### config.mk
export PLATFORM = sky130hd
export DESIGN_NAME = sync_dpwm
export DESIGN_NICKNAME = d
export VERILOG_FILES = /design/src/rtl/sync_dpwm.sv
export SDC_FILE = /design/constraint.sdc
export NUM_CORES = 1
export LEC_CHECK = 0
export BUFFER_PORTS_ARGS = -buffer_cell sky130_fd_sc_hd__buf_2
export CAP_MARGIN = 20
export CORE_ASPECT_RATIO = 2
export CORE_MARGIN = 2
export CORE_UTILIZATION = 25
export CTS_CLUSTER_SIZE = 25
export DETAILED_ROUTE_END_ITERATION = 10
export GPL_TIMING_DRIVEN = 0
export RECOVER_POWER = 25
export REMOVE_ABC_BUFFERS = 1
export SYNTH_ARGS = -nofsm -noshare
export SYNTH_HDL_FRONTEND = slang
export SYNTH_SLANG_ARGS = --single-unit
### constraint.sdc
create_clock -name clk -period 6.6 [get_ports clk]
set_clock_uncertainty 0.15 [all_clocks]
set_input_delay 0.66 -clock clk [delete_from_list [all_inputs] [get_ports clk]]
set_output_delay 0.66 -clock clk [all_outputs]
set_load 0.005 [all_outputs]
### src/rtl/sync_dpwm.sv
module sync_dpwm #(
  parameter int PER_W   = 12,
  parameter int DUTY_W  = 12,
  parameter int MIN_PER = 2
) (
  input  logic              clk,
  input  logic              rst_n,
  input  logic [DUTY_W:0]   duty_i,
  input  logic [PER_W-1:0]  period_i,
  input  logic              sync_en_i,
  input  logic              sync_i,
  output logic              pwm_o,
  output logic              sync_o
);
  localparam logic [DUTY_W:0]  FULL   = (DUTY_W+1)'(1) << DUTY_W;
  localparam logic [PER_W-1:0] PMIN   = PER_W'(MIN_PER);
  localparam int               PROD_W = DUTY_W + 1 + PER_W;

  logic [PER_W-1:0]  cnt, per_q, thr_q, per_eff, thr_new;
  logic [DUTY_W:0]   duty_sat;
  logic [PROD_W-1:0] prod;
  logic              sync_q, sync_rise, wrap, restart;

  assign per_eff   = (period_i < PMIN) ? PMIN : period_i;
  assign duty_sat  = (duty_i > FULL) ? FULL : duty_i;
  assign prod      = PROD_W'(duty_sat) * PROD_W'(per_eff);
  assign thr_new   = prod[DUTY_W +: PER_W];

  assign sync_rise = sync_en_i & sync_i & ~sync_q;
  assign wrap      = cnt >= per_q - PER_W'(1);
  assign restart   = wrap | sync_rise;

  always_ff @(posedge clk or negedge rst_n) begin
    if (!rst_n) begin
      cnt    <= '0;
      per_q  <= PMIN;
      thr_q  <= '0;
      sync_q <= 1'b0;
      sync_o <= 1'b0;
    end else begin
      sync_q <= sync_i;
      sync_o <= restart;
      if (restart) begin
        cnt   <= '0;
        per_q <= per_eff;
        thr_q <= thr_new;
      end else begin
        cnt   <= cnt + PER_W'(1);
      end
    end
  end

  assign pwm_o = cnt < thr_q;

  a_r2_cnt_in_period: assert property (@(posedge clk) disable iff (!rst_n)
    cnt < per_q);
  a_r4_period_floor: assert property (@(posedge clk) disable iff (!rst_n)
    per_q >= PMIN);
  a_r1_thr_within_period: assert property (@(posedge clk) disable iff (!rst_n)
    thr_q <= per_q);
  a_r5_hold_mid_period: assert property (@(posedge clk) disable iff (!rst_n)
    !sync_o |-> ($stable(thr_q) && $stable(per_q)));
  a_r6_sync_single: assert property (@(posedge clk) disable iff (!rst_n)
    sync_o |=> !sync_o);
  a_r6_sync_at_zero: assert property (@(posedge clk) disable iff (!rst_n)
    sync_o |-> cnt == '0);
  a_r3_zero_duty_low: assert property (@(posedge clk) disable iff (!rst_n)
    (sync_o && $past(duty_i) == '0) |-> !pwm_o);
  a_r3_full_duty_high: assert property (@(posedge clk) disable iff (!rst_n)
    (sync_o && $past(duty_i) >= FULL) |-> pwm_o);
  a_r7_sync_restarts: assert property (@(posedge clk) disable iff (!rst_n)
    (sync_en_i && sync_i && !sync_q) |=> sync_o);
  a_r8_sync_ignored: assert property (@(posedge clk) disable iff (!rst_n)
    (!sync_en_i && cnt < per_q - PER_W'(1)) |=> !sync_o);
endmodule

==> results by group, run 1 <==
Run status
  – Run status: finished, violations left
  – Violations in the final reports: capacitance limit, slew limit

Route
  – Vias per cell: 4.52
  – Final wirelength: about 18000 µm
  – DR WL met2: around 11000 µm
  – Vias after detailed routing: 5466
  – Initial DRC count: around 170
  – Drc violations: 0
  – Drt first pass iters: 4
  – Max Used Layer: met4
  – Number of routed nets with antenna violations: 0
  – Routed length per instance: 14.8 µm
  – Met1 WL: around 5900 µm
  – Routed wl met3: ~330 µm

GRT
  – Vias in the first global route: between 6000 and 7000
  – Maximum number of pins on one net before global-route repair: 39
  – GR Overflow Total: 0
  – Antenna violations before repair: 0
  – First-pass GRT wire length: between 20000 and 30000 µm
  – Total global routing track utilization: 12.8%

Worst setup path
  – R2r setup slk: about 2.8 ns
  – Crit start category: input port
  – CP Capture Type: flop
  – WP data arrival: between 6 and 7 ns
  – RR Startpoint: per_q[0]
  – FF-to-FF path depth: 13
  – Type of the worst setup path: input port to flop
  – Critical-path maximum fanout: 25
  – Critical Path RT: 6.62 ns
  – End of the worst register-to-register path: thr_q[10]

CTS
  – Clock sink count: 38
  – Clock latency at the later pin of the worst-skew pair: 0.29 ns
  – CTS tree: yes
  – CTS buffer count: 5
  – Post-CTS setup buffer count: 0
  – H-tree depth: 2
  – CTS root buf: clkbuf_16
  – CTS clk-pin slew, worst paths: about 0.06 ns
  – Clock buffer depth: 2
  – Hold_buf cts: 0

STA
  – Fin Hold WS: ~0.34 ns
  – Hold Vio Cnt, Final: 0
  – Fmax: around 160 MHz
  – Rel. slew slack: -33.3%
  – Setup TNS: 0 ns
  – Slew @ Worst Pin: roughly 2 ns
  – RSZ-0062 raised after global routing: false
  – Crit path time final: 6.22 ns
  – Final worst path period share: about 94%
  – Final Max Slew Viols: 39
  – Setup violators final: 0
  – Final WS setup: 0.385 ns

Yosys
  – Top post-synthesis cells by count: inv_1 (176), nand2_1 (145), fa_1 (108)
  – Number of flops mapped to enable cells by yosys: 0
  – Synthesized area per cell: approximately 8.5 µm²
  – Async set-reset flop share out of synthesis: between 90% and 100%
  – Mapped cell area: between 7000 and 8000 µm²
  – Top cells by area, synth: fa_1 (30%), ha_1 (14%), dfrtp_1 (13%)
  – Cell count after synthesis: around 840
  – Post-synth top area share: 30.2%
  – Top-count cell post-synth: inv_1
  – Most used DFF post-synth: dfrtp_1
  – Sequential element share of the synthesized area: about an eighth
  – Synth unique cells: ~50
  – YS warnings: 0
  – Area leader, netlist: fa_1
  – Synth Register Bits: 38

Finish
  – Diodes inserted: 0
  – Area of the multi-input gates: about 5500 µm²
  – Design area: about 7900 µm²
  – Area grow syn2layout: 10.3%
  – Layout net count: between 1000 and 1500
  – Fillers: 2990
  – Layout cells sized above 1: between 7 and 8%
  – Storage cell area: around 950 µm²

Floorplanning
  – Height of the chip: ~240 µm
  – Cell Rows: between 80 and 90
  – Core area: 28200 µm²
  – Die width: ~120 µm
  – # IOs: 31
  – Initial core utilization: about a quarter
  – DIE AREA: 30100 µm²

Pwr
  – Pleak: 4.01 nW
  – Post-layout power: between 1.5 and 2 mW
  – VDD IR max: 0.000103 V
  – P per Cell Area: between 200 and 250 nW/µm²

Place
  – Routability congestion estimate: 0.839
  – Buffers on Ports: 30
  – Detailed-placement wirelength estimate: about 15000 µm
  – Placed inst area: ~7700 µm²
  – Place WS: -0.580 ns

Min path
  – Endpoint, Worst Hold: thr_q[9]
  – Worst hold start: thr_q[9]
  – Hold Path Stages: 2
  – Min-delay worst type: flop to flop

Job
  – Max-Cap Viols: 1
## metal layers
metal / up-vias / global-route usage (%)
met5: - / 0
met4: 0 / 6.99
met3: 62 / 0.916
met2: 96 / 26.0
met1: 2699 / 11.7
li1: 2609 / -
## through the flow
step | instances | utilization [%]
after floorplan | 810 | -
after global routing | 1210 | 28.0
after detailed placement | 1202 | 27.2
after CTS | 1210 | 27.8
after global placement | 1196 | 27.0
final | 1210 | 28.0
## worst max-delay path, cell delays in order
cell      delay, ns
buf_6          0.29
nor2b_4        0.13
buf_4          0.20
and2_1         0.18
fa_1           0.53
fa_1           0.54
fa_1           0.52
fa_1           0.56
inv_1          0.06
fa_1           0.53
inv_1          0.04
ha_1           0.36
a211oi_1       0.33
o211ai_1       0.17
a221oi_2       0.43
a21oi_1        0.18
o21a_1         0.22
o31a_1         0.27
## flip-flops by register name, indices dropped and copies added (netlist names)
name	flops
cnt	12
sync_o	1
sync_q	1
thr_q	12
per_q	12
## report_power, final
part | leakage [nW] | switching, mW | internal, mW | total, mW
registers | 0.469 | 0.0749 | 0.321 | 0.396
clock network | 0.0729 | 0.0953 | 0.149 | 0.245
logic | 3.47 | 0.775 | 0.554 | 1.33
## repair_timing
action / 4_1_cts / 5_1_grt
gates resized for setup: 7 / 14
hold endpoints to repair: 0 / 0
setup endpoints to repair: 5 / 6
## cell families (layout without fill, tap and decap cells)
logic type                 count (synthesis)  after routing  share of synthesized area (%)
and+or+nand+nor                          294            294                           19.5
buffers and inverters                    209            221                           11.1
adders and majority gates                189            189                           44.4
AOI/OAI and AO/OA                         79             79                           7.54
DFF                                       38             38                           13.3
xor gates and xnor gates                  30             30                           3.67
muxes                                      3              3                          0.525
## cell usage in the layout (no fill, tap or decap), drive strengths merged, types with 2 or more instances in the layout
cell	n
buf	35
nand3	11
nand2	145
xnor2	19
and2	52
clkbuf	7
nor2	32
mux2	3
or3	4
nand4	7
inv	177
o21ai	14
a211o	2
nand4b	3
o21a	6
dfrtp	37
ha	81
o211ai	4
nor2b	15
a221oi	2
nor4	5
xor2	11
a21o	8
a211oi	3
nor3	10
and3	5
o31ai	4
fa	108
a21oi	26
nand2b	2
## worst max path at each step
stage | from | to | cells after the start
after floorplan | duty_i[10] | thr_q[11] | 19
after global placement | duty_i[12] | thr_q[11] | 17
after detailed placement | duty_i[12] | thr_q[11] | 18
after CTS | duty_i[12] | thr_q[11] | 18
after global routing | duty_i[12] | thr_q[11] | 20
final | duty_i[12] | thr_q[11] | 18
## layout make-up
cell class,instances,area share [%]
Inverter,177,8.42
Tap cell,356,5.65
Sequential cell,38,12.1
Multi-Input combinational cell,595,69.4
Timing Repair Buffer,36,2.58
Clock inverter,2,0.159
Clock buffer,6,1.76
Power figures use the tool's default switching activity.
==> inputs of run 2 (changes only) <==
CORE_ASPECT_RATIO = not set   (was 2)
==> results by group, run 2 (same netlist as run 1, synthesis figures left out) <==
Floorplanning
  – Core area: 28000 µm²
  – Initial core utilization: between 20% and 30%
  – DIE AREA: between 20000 and 30000 µm²
  – # IOs: 31
  – Die width: 173 µm
  – Height of the chip: approximately 170 µm
  – Cell Rows: 61

Pwr
  – Clock Power Share: 13.5%
  – Switching share of power: 47.0%
  – Pleak: 4.00 nW
  – P per Cell Area: about 250 nW/µm²
  – Post-layout power: between 1.5 and 2 mW
  – VDD IR max: 0.000130 V
  – Seq pwr share: between 20% and 30%
  – Power Internal: about 1.1 mW
  – Combinational Power Share: between 60% and 70%
  – Switch Pwr: 0.931 mW

Worst setup path
  – CP Capture Type: flop
  – Type of the worst setup path: input port to flop
  – Critical-path maximum fanout: 25
  – Crit start category: input port
  – Critical Path RT: 6.61 ns
  – WP data arrival: 6.37 ns

Job
  – Max-Cap Viols: 1

CTS
  – Clock buffer depth: 2
  – CTS clk-pin slew, worst paths: around 0.050 ns
  – CTS root buf: clkbuf_16
  – Post-CTS setup buffer count: 0
  – CTS buffer count: 5
  – CTS tree: yes
  – H-tree depth: 2
  – Clock latency at the later pin of the worst-skew pair: around 0.28 ns
  – Clock sink count: 38
  – Hold_buf cts: 0

Finish
  – Non-Filler Instances: ~1200
  – Area grow syn2layout: 10.4%
  – Biggest regs: cnt (12), per_q (12), thr_q (12)
  – Commonest cells after routing, fill and taps aside: inv_1 (176), nand2_1 (145), fa_1 (108)
  – Diodes inserted: 0
  – Final Core Density: ~28%
  – Design area: roughly 7900 µm²
  – Layout net count: approximately 1100
  – Layout cells sized above 1: under 10%
  – Commonest non-fill, non-tap cell in the layout: inv_1

STA
  – Fmax: about 160 MHz
  – Crit path time final: approximately 6.4 ns
  – RSZ-0062 raised after global routing: true
  – Final worst path period share: between 90% and 100%
  – Fin Hold WS: about 0.33 ns
  – Setup violators final: 0
  – Slew @ Worst Pin: 2.05 ns
  – Rel. slew slack: -36.5%
  – Hold Vio Cnt, Final: 0
  – Final WS setup: 0.236 ns
  – Final Max Slew Viols: 39
  – Setup TNS: 0 ns

GRT
  – Vias in the first global route: 5636
  – Antenna violations before repair: 0
  – Maximum number of pins on one net before global-route repair: 39
  – First-pass GRT wire length: 28000 µm
  – Total global routing track utilization: a little under an eighth
  – GR Overflow Total: 0

Route
  – Drt first pass iters: 4
  – Initial DRC count: about 240
  – Final wirelength: 16700 µm
  – Vias after detailed routing: ~5400
  – Routed length per instance: ~14 µm
  – Vias per cell: between 4 and 5
  – Number of routed nets with antenna violations: 0
  – Drc violations: 0

Place
  – Routability congestion estimate: roughly 0.79
  – Post-Place Cells: between 1000 and 1500
  – Placed inst area: roughly 7700 µm²
  – Detailed-placement wirelength estimate: between 10000 and 15000 µm
  – Buffers on Ports: 30
  – Place WS: -0.467 ns

Min path
  – Min-delay worst type: flop to flop

Run status
  – Violations in the final reports: capacitance limit, slew limit
  – Run status: finished, violations left
==> run 2: cell types whose count changed in the layout (fill, tap and decap cells not counted), moves of 2 or more <==
cell	previous run	this run
buf_4	5	0
clkbuf_1	1	4
nor2b_1	5	3
nor2b_4	7	9
==> run 2: path summary, 6_finish.rpt <==
path / start / to / slack, ns / cells after the start
max in group asynchronous: rst_n / thr_q[5] / 4.31 / 1
worst max register to register: per_q[0] / thr_q[10] / 2.80 / 13
min in group asynchronous: rst_n / cnt[10] / 0.82 / 1
worst max-delay path: duty_i[12] / thr_q[11] / 0.24 / 17
worst min register to register: thr_q[8] / thr_q[8] / 0.33 / 2
worst min-delay path: thr_q[8] / thr_q[8] / 0.33 / 2
==> run 2: area by class of cell <==
cell class                 count  area, µm²
clock buffer                   7        133
clock inverter                 1       30.0
fill                        3007      20100
inverter                     177        664
multi-input combinational    595       5480
sequential                    38        952
tap                          378        473
timing repair buffer          31        161
==> run 2: what timing repair did <==
action | CTS | global route
hold endpoints to repair | 0 | 0
gates resized for setup | 8 | 14
setup endpoints to repair | 3 | 11
==> run 2: power by group through the flow <==
stage / combinational, mW / clock (mW) / sequential [mW]
floorplan: 1.02 / 0 / 0.379
global placement: 1.28 / 0 / 0.401
detailed placement: 1.31 / 0 / 0.405
CTS: 1.32 / 0.272 / 0.401
global route: 1.52 / 0.282 / 0.414
finish: 1.32 / 0.267 / 0.401
==> run 2: critical path: stages <==
cell and delay [ns]:
clkbuf_4 0.33, nor2b_2 0.59, and2_1 0.24, fa_1 0.45, fa_1 0.53, fa_1 0.52
fa_1 0.54, inv_1 0.05, fa_1 0.53, inv_1 0.04, ha_1 0.37, a211oi_1 0.32
o211ai_1 0.16, a221oi_2 0.41, a21oi_1 0.15, o21a_1 0.22, o31a_1 0.27
==> run 2: per-layer routing <==
layer  vias to the layer above  part of all wire [%]  wire (µm)  track usage (%)
li1                       2603                     -          -                -
met3                        17                   2.9        490            0.638
met2                       110                    48       7950             19.5
met4                         0                   1.2        204             2.22
met1                      2719                    48       8050             15.7
met5                         -                     0          0                0
